## src/rtl/half_bridge_seq.sv

```systemverilog
module half_bridge_seq #(
  parameter int TIMEOUT = 25
) (
  input  logic       clk,
  input  logic       rst_n,
  input  logic       pwm_in,
  input  logic       lo_off_in,
  input  logic       sw_low_in,
  input  logic       lo_permit_in,
  output logic       hi_drv,
  output logic       lo_drv,
  output logic [2:0] seq_state
);
  localparam int CW = $clog2(TIMEOUT + 1);
  localparam logic [CW-1:0] LAST = CW'(TIMEOUT - 1);

  typedef enum logic [2:0] {
    IDLE    = 3'd0,
    LO_DROP = 3'd1,
    HI_ON   = 3'd2,
    SW_WAIT = 3'd3,
    LO_ON   = 3'd4
  } st_t;

  st_t state, nxt;
  logic [3:0] sy1, sy2;
  logic [CW-1:0] cnt;
  logic pwm_s, lo_off_s, sw_low_s, permit_s;

  always_ff @(posedge clk or negedge rst_n)
    if (!rst_n) begin
      sy1 <= '0;
      sy2 <= '0;
    end else begin
      sy1 <= {pwm_in, lo_off_in, sw_low_in, lo_permit_in};
      sy2 <= sy1;
    end

  assign {pwm_s, lo_off_s, sw_low_s, permit_s} = sy2;

  always_comb begin
    nxt = state;
    case (state)
      IDLE:    if (pwm_s) nxt = LO_DROP;
      LO_DROP: if (!pwm_s) nxt = SW_WAIT;
               else if (lo_off_s) nxt = HI_ON;
      HI_ON:   if (!pwm_s) nxt = SW_WAIT;
      SW_WAIT: if (pwm_s) nxt = LO_DROP;
               else if (permit_s && (sw_low_s || cnt == LAST)) nxt = LO_ON;
      LO_ON:   if (pwm_s) nxt = LO_DROP;
               else if (!permit_s) nxt = IDLE;
      default: nxt = IDLE;
    endcase
  end

  always_ff @(posedge clk or negedge rst_n)
    if (!rst_n) begin
      state <= IDLE;
      cnt   <= '0;
    end else begin
      state <= nxt;
      if (state != SW_WAIT) cnt <= '0;
      else if (cnt != LAST) cnt <= cnt + 1'b1;
    end

  assign hi_drv    = (state == HI_ON);
  assign lo_drv    = (state == LO_ON) && permit_s;
  assign seq_state = state;


  no_overlap_chk: assert property (@(posedge clk) disable iff (!rst_n)
    !(hi_drv && lo_drv));


  hi_after_lo_off_chk: assert property (@(posedge clk) disable iff (!rst_n)
    $rose(hi_drv) |-> $past(lo_off_s) && $past(pwm_s));


  hi_release_chk: assert property (@(posedge clk) disable iff (!rst_n)
    (hi_drv && !pwm_s) |=> !hi_drv);


  lo_latch_chk: assert property (@(posedge clk) disable iff (!rst_n)
    (lo_drv && !pwm_s && permit_s) |=> (state == LO_ON));


  lo_cause_chk: assert property (@(posedge clk) disable iff (!rst_n)
    ($rose(lo_drv) && $past(state) == SW_WAIT) |->
      ($past(sw_low_s) || $past(cnt) == LAST) && $past(permit_s));
endmodule

```

## config.mk

```make
export PLATFORM = sky130hd
export DESIGN_NAME = half_bridge_seq
export DESIGN_NICKNAME = d
export VERILOG_FILES = /design/src/rtl/half_bridge_seq.sv
export SDC_FILE = /design/constraint.sdc
export NUM_CORES = 1
export LEC_CHECK = 0
export ABC_AREA = 0
export CAP_MARGIN = 20
export CORE_UTILIZATION = 55
export CTS_BUF_LIST = sky130_fd_sc_hd__clkbuf_4 sky130_fd_sc_hd__clkbuf_8
export DETAILED_ROUTE_END_ITERATION = 10
export HOLD_SLACK_MARGIN = 0.08
export PLACE_DENSITY = 0.86
export SETUP_SLACK_MARGIN = 0.05
export SLEW_MARGIN = 10
export SYNTH_ARGS = -nofsm -noshare
export SYNTH_HDL_FRONTEND = slang
export SYNTH_SLANG_ARGS = --single-unit
export TNS_END_PERCENT = 10
```

## constraint.sdc

```tcl
create_clock -name clk -period 3.3 [get_ports clk]
set_input_delay 0.66 -clock clk [delete_from_list [all_inputs] [get_ports clk]]
set_output_delay 0.66 -clock clk [all_outputs]
set_load 0.1 [all_outputs]
```

; ---- After elaboration in Yosys (flattened, before gate mapping)
; Index checks and enable logic that the tools add are counted.
; Widths: inputs -> output; s select.
[word_totals]
register_bits = 16
out_inout_bits = 5
word_cells = 34
[op_classes]
addsub = 1
n_eq_ne = 12
n_mux = 11
n_reduce_logical = 6
[op_table]
columns = operator, count
row1 = $mux 3, 8
row2 = $pmux 3 s5, 1
row3 = $mux 5, 2
row4 = $ne 3x3->1 const B, 3
row5 = $eq 3x2->1 const B, 2
row6 = $add 5x1->5 const B, 1
row7 = $eq 5x5->1 const B, 1
row8 = $ne 5x5->1 const B, 1
row9 = $reduce_and 5->1, 1
row10 = $ne 2x2->1 const B, 2
row11 = $eq 3x1->1 const B, 1
row12 = $eq 3x3->1 const B, 1
row13 = $logic_not 3->1, 1
row14 = $ne 3x2->1 const B, 1
row15 = $logic_and 1x1->1, 2
row16 = $reduce_bool 2->1, 1
row17 = $logic_or 1x1->1, 1

; ---- Logic depth before layout (Yosys ltp)
[depth]
depth_word = 6
depth_mapped = 6
depth_no_buf = 6

; ---- Worst setup path after synthesis
; Ideal clock, no wire load.
[synth_timing]
path_type = register -> output
from = register state[1], in the netlist seq_state[1]
to = output hi_drv
arrival_time_ns = 3.417
setup_slack_ns = -0.777
stages_incl_launch_ff = 3
n_path_buf = 1
cell_sequence = dfrtp_1 -> buf_4 -> nor3b_1
[synth_between]
elab_chain_cells = 1
[synth_lines]
columns = item, line_no
row1 = start: declaration, 25  ; st_t state, nxt;
row2 = start signal: assignment, 61  ; state <= nxt;
row3 = $eq 3x2->1, 66  ; assign hi_drv = (state == HI_ON);
row4 = end: declaration, 10  ; output logic hi_drv,
; Every way passes these cells.

; ---- Worst setup path after layout
[layout_timing]
from = register state[0], in the netlist seq_state[0]
to = output lo_drv
[layout_between]
elab_chain_cells = 2
[layout_lines]
columns = item, line_no
row1 = $eq 3x3->1, 67  ; assign lo_drv = (state == LO_ON) && permit_s;
row2 = $logic_and 1x1->1, 67
row3 = end: declaration, 11  ; output logic lo_drv,
; Every way passes these cells.

==> results by group <==
GRT
  • Tot GR Track Use: between 20% and 30%
  • Initial antenna violation count: 0
  • Largest net degree at the start of global routing: 17
  • Vias in the first global route: about 440
  • First-pass GRT wire length: about 1900 um
  • Grt ovf: 0

Setup path
  • Critical Path, Cell by Cell: nor2_1 -> and3_1 -> buf_4
  • R2r startpoint: cnt[0]$_DFFE_PN0P_
  • Crit Path Max Fanout: 10
  • R2R cell count: 5
  • Critical Path Sink Type: output port
  • CP arrival: about 1.5 ns
  • Slowest stage cell, crit path: dfrtp_1
  • CP Data Required Time: approximately 2.6 ns
  • Crit Path Category: reg -> out
  • Worst r2r dst: seq_state[0]$_DFFE_PN0P_
  • Max stage delay on crit path: approximately 0.5 ns
  • CP Launch Type: register
  • CP top delay family: flip-flops
  • CP bufs+invs: 1
  • R2R Setup Slk: roughly 1.8 ns

Die
  • IO Pins: 11
  • Core Area: roughly 0.0012 mm2
  • # rows: 12
  • Die ar.: about 0.0015 mm2
  • Chip width: between 30 and 40 um
  • Initial Util: 61.8%
  • Die H: 38.3 um

Detailed routing
  • # DRC: 0
  • Vias/cell: 5.41
  • Routed Antenna Nets: 0
  • Starting DRT DRC Count: 2
  • Via count: ~470
  • Detailed Routing Iterations Pass 1: 4
  • Total Wirelength: about 1100 um
  • Drt wl/cell: between 10 and 15 um

Yosys
  • FF+latch count, synth: 16
  • Synth top area share: a little under three fifths
  • Most frequent cell after synthesis: dfrtp_1
  • Yosys warnings: 0
  • Syn Inst Count: 61
  • Top_reg_cell synth: dfrtp_1
  • Syn nets: 69
  • Count of cell types in the netlist: 24
  • Post-Synthesis Cell Area: 723 um2
  • Asr flop ratio synth: 100%
  • Synth top area cells: dfrtp_1 (55%), xor2_1 (3.6%), ha_1 (3.5%)
  • Register area share after synthesis: a little under three fifths
  • Top post-synthesis cells by count: dfrtp_1 (16), nor2_1 (6), nand2_1 (5)
  • Leading area contributor after synthesis: dfrtp_1
  • Syn avg cell area: roughly 12 um2
  • Post-synth EDFFs: 0

Timing
  • Endpoints failing hold: 0
  • Final min period: roughly 2.2 ns
  • Tcrit/Tclk final: between 60 and 70%
  • Max Clock Skew: between 0.0008 and 0.0009 ns
  • Final setup viols: 0
  • Rel. slew slack: a little under three fifths
  • Max-slew violation count: 0
  • Tightest Pin Transition: 0.659 ns
  • Setup TNS: 0 ns
  • Max frequency: 461 MHz
  • RSZ-0062 raised after global routing: no

Clocking
  • Post-CTS Setup Repair Bufs: 0
  • # H-tree levels: 1
  • Clock sink count: 16
  • TritonCTS clock tree: yes
  • Clock transition at path regs: approximately 0.090 ns
  • Latest clock arrival within the worst-skew pair: around 0.28 ns
  • Number of gates resized after cts: 0
  • Root Driver: clkbuf_4
  • CTS Hold Bufs: 0
  • Clock Tree Buf Depth: 2
  • Num CTS Buffers: 3

Min path
  • Hold WC Path Type: reg -> reg
  • Worst hold start: sy1[2]$_DFF_PN0_
  • Min-Delay Path Depth: 0
  • WHS Endpoint: sy2[2]$_DFF_PN0_

Layout
  • Fill cells: 83
  • N_diodes: 0
  • Share of cells above drive strength 1: between 20% and 30%
  • Area of the multi-input gates: approximately 310 um2
  • Synth-to-Final Area Change: 18.2%
  • Nets: 82
  • Sequential cell area: about 400 um2

Status
  • Status: complete, no violations

Power and ir drop
  • Switching share of total power: 45.9%
  • Sw power: 0.329 mW
  • Pwr per Cell Area: about 840 mW/mm2
  • P_int: between 0.3 and 0.4 mW
  • Final Total Pwr: 0.717 mW
  • Clock Power Share: between 10% and 20%
  • Combinational Power Share: between 40% and 50%
  • Leak: roughly 0.37 nW
  • Maximum vdd drop: roughly 0.5 mV
  • Sequential Power Share: about two fifths

Placed design
  • HPWL Detailed: approximately 780 um
  • RD Place Congestion: 0.647
  • Port bufs: 10

Job
  • MaxCap Viol Count: 0
cell type report:
cell class	count	area share (%)
timing repair buffer	10	10.2
inverter	2	0.878
sequential	16	46.9
clock buffer	4	4.25
tap	14	2.05
multi-input combinational	41	35.7
sequential cells by signal, summed over array words and instances (netlist names):
signal	flops
cnt	5
sy1	4
sy2	4
seq_state	3
worst max-delay path by stage:
| stage | from | endpoint | slack (ns) | cells past startpoint |
|---|---|---|---|---|
| after global placement | seq_state[1]$_DFFE_PN0P_ | lo_drv | 1.51 | 3 |
| final | seq_state[0]$_DFFE_PN0P_ | lo_drv | 1.13 | 3 |
| after CTS | seq_state[0]$_DFFE_PN0P_ | lo_drv | 1.13 | 3 |
| after detailed placement | seq_state[0]$_DFFE_PN0P_ | lo_drv | 1.44 | 3 |
| after floorplan | seq_state[1]$_DFFE_PN0P_ | hi_drv | 0.22 | 2 |
| after global routing | seq_state[1]$_DFFE_PN0P_ | lo_drv | 1.07 | 3 |
stage by stage:
step           cell area [um2]  cells  utilization, %  setup slack (ns)  hold slack (ns)
4_1_cts                    855     87            73.0              1.13            0.355
3_5_place_dp               818     83            69.9              1.44            0.335
5_1_grt                    855     87            73.0              1.07            0.365
6_report                   855     87            73.0              1.13            0.353
2_1_floorplan              728     61               -             0.220            0.331
3_3_place_gp               818     83            69.9              1.51            0.334
power by group through the flow:
| stage | sequential, mW | combinational [mW] | clock, mW |
|---|---|---|---|
| finish | 0.280 | 0.314 | 0.124 |
| global placement | 0.279 | 0.308 | 0 |
| global route | 0.288 | 0.335 | 0.138 |
| floorplan | 0.354 | 0.189 | 0 |
| detailed placement | 0.283 | 0.315 | 0 |
| CTS | 0.278 | 0.316 | 0.128 |
cell families after synthesis:
kind of cell / count (synthesis) / synth area share [%]
AO/OA/AOI/OAI: 7 / 10.2
XOR/XNOR: 4 / 4.85
adder cells (fa/ha/maj): 2 / 3.46
buffers and inverters: 4 / 3.11
flip-flops: 16 / 55.4
multiplexers: 1 / 1.38
AND/OR/NAND/NOR: 27 / 21.6
metal layers:
layer	share of wire, %	vias to the layer above	track usage (%)
met3	4.5	2	5.23
met4	1.2	0	10.7
met1	44	223	24.5
met2	50	13	32.2
li1	-	233	-
met5	0	-	0
cells in the final DEF (no fill, tap or decap), types with 2 or more instances in the layout:
| cell type | Yosys | layout |
|---|---|---|
| a21oi_1 | 2 | 2 |
| buf_4 | 2 | 5 |
| clkbuf_4 | 0 | 3 |
| clkdlybuf4s50_1 | 0 | 5 |
| dfrtp_1 | 16 | 16 |
| ha_1 | 2 | 2 |
| inv_1 | 2 | 2 |
| nand2_1 | 5 | 5 |
| nand2b_1 | 3 | 3 |
| nand3_1 | 2 | 2 |
| nand3b_1 | 3 | 3 |
| nor2_1 | 6 | 6 |
| nor3_1 | 2 | 2 |
| xor2_1 | 3 | 3 |
Note: power is estimated with default switching activity, not from simulation.
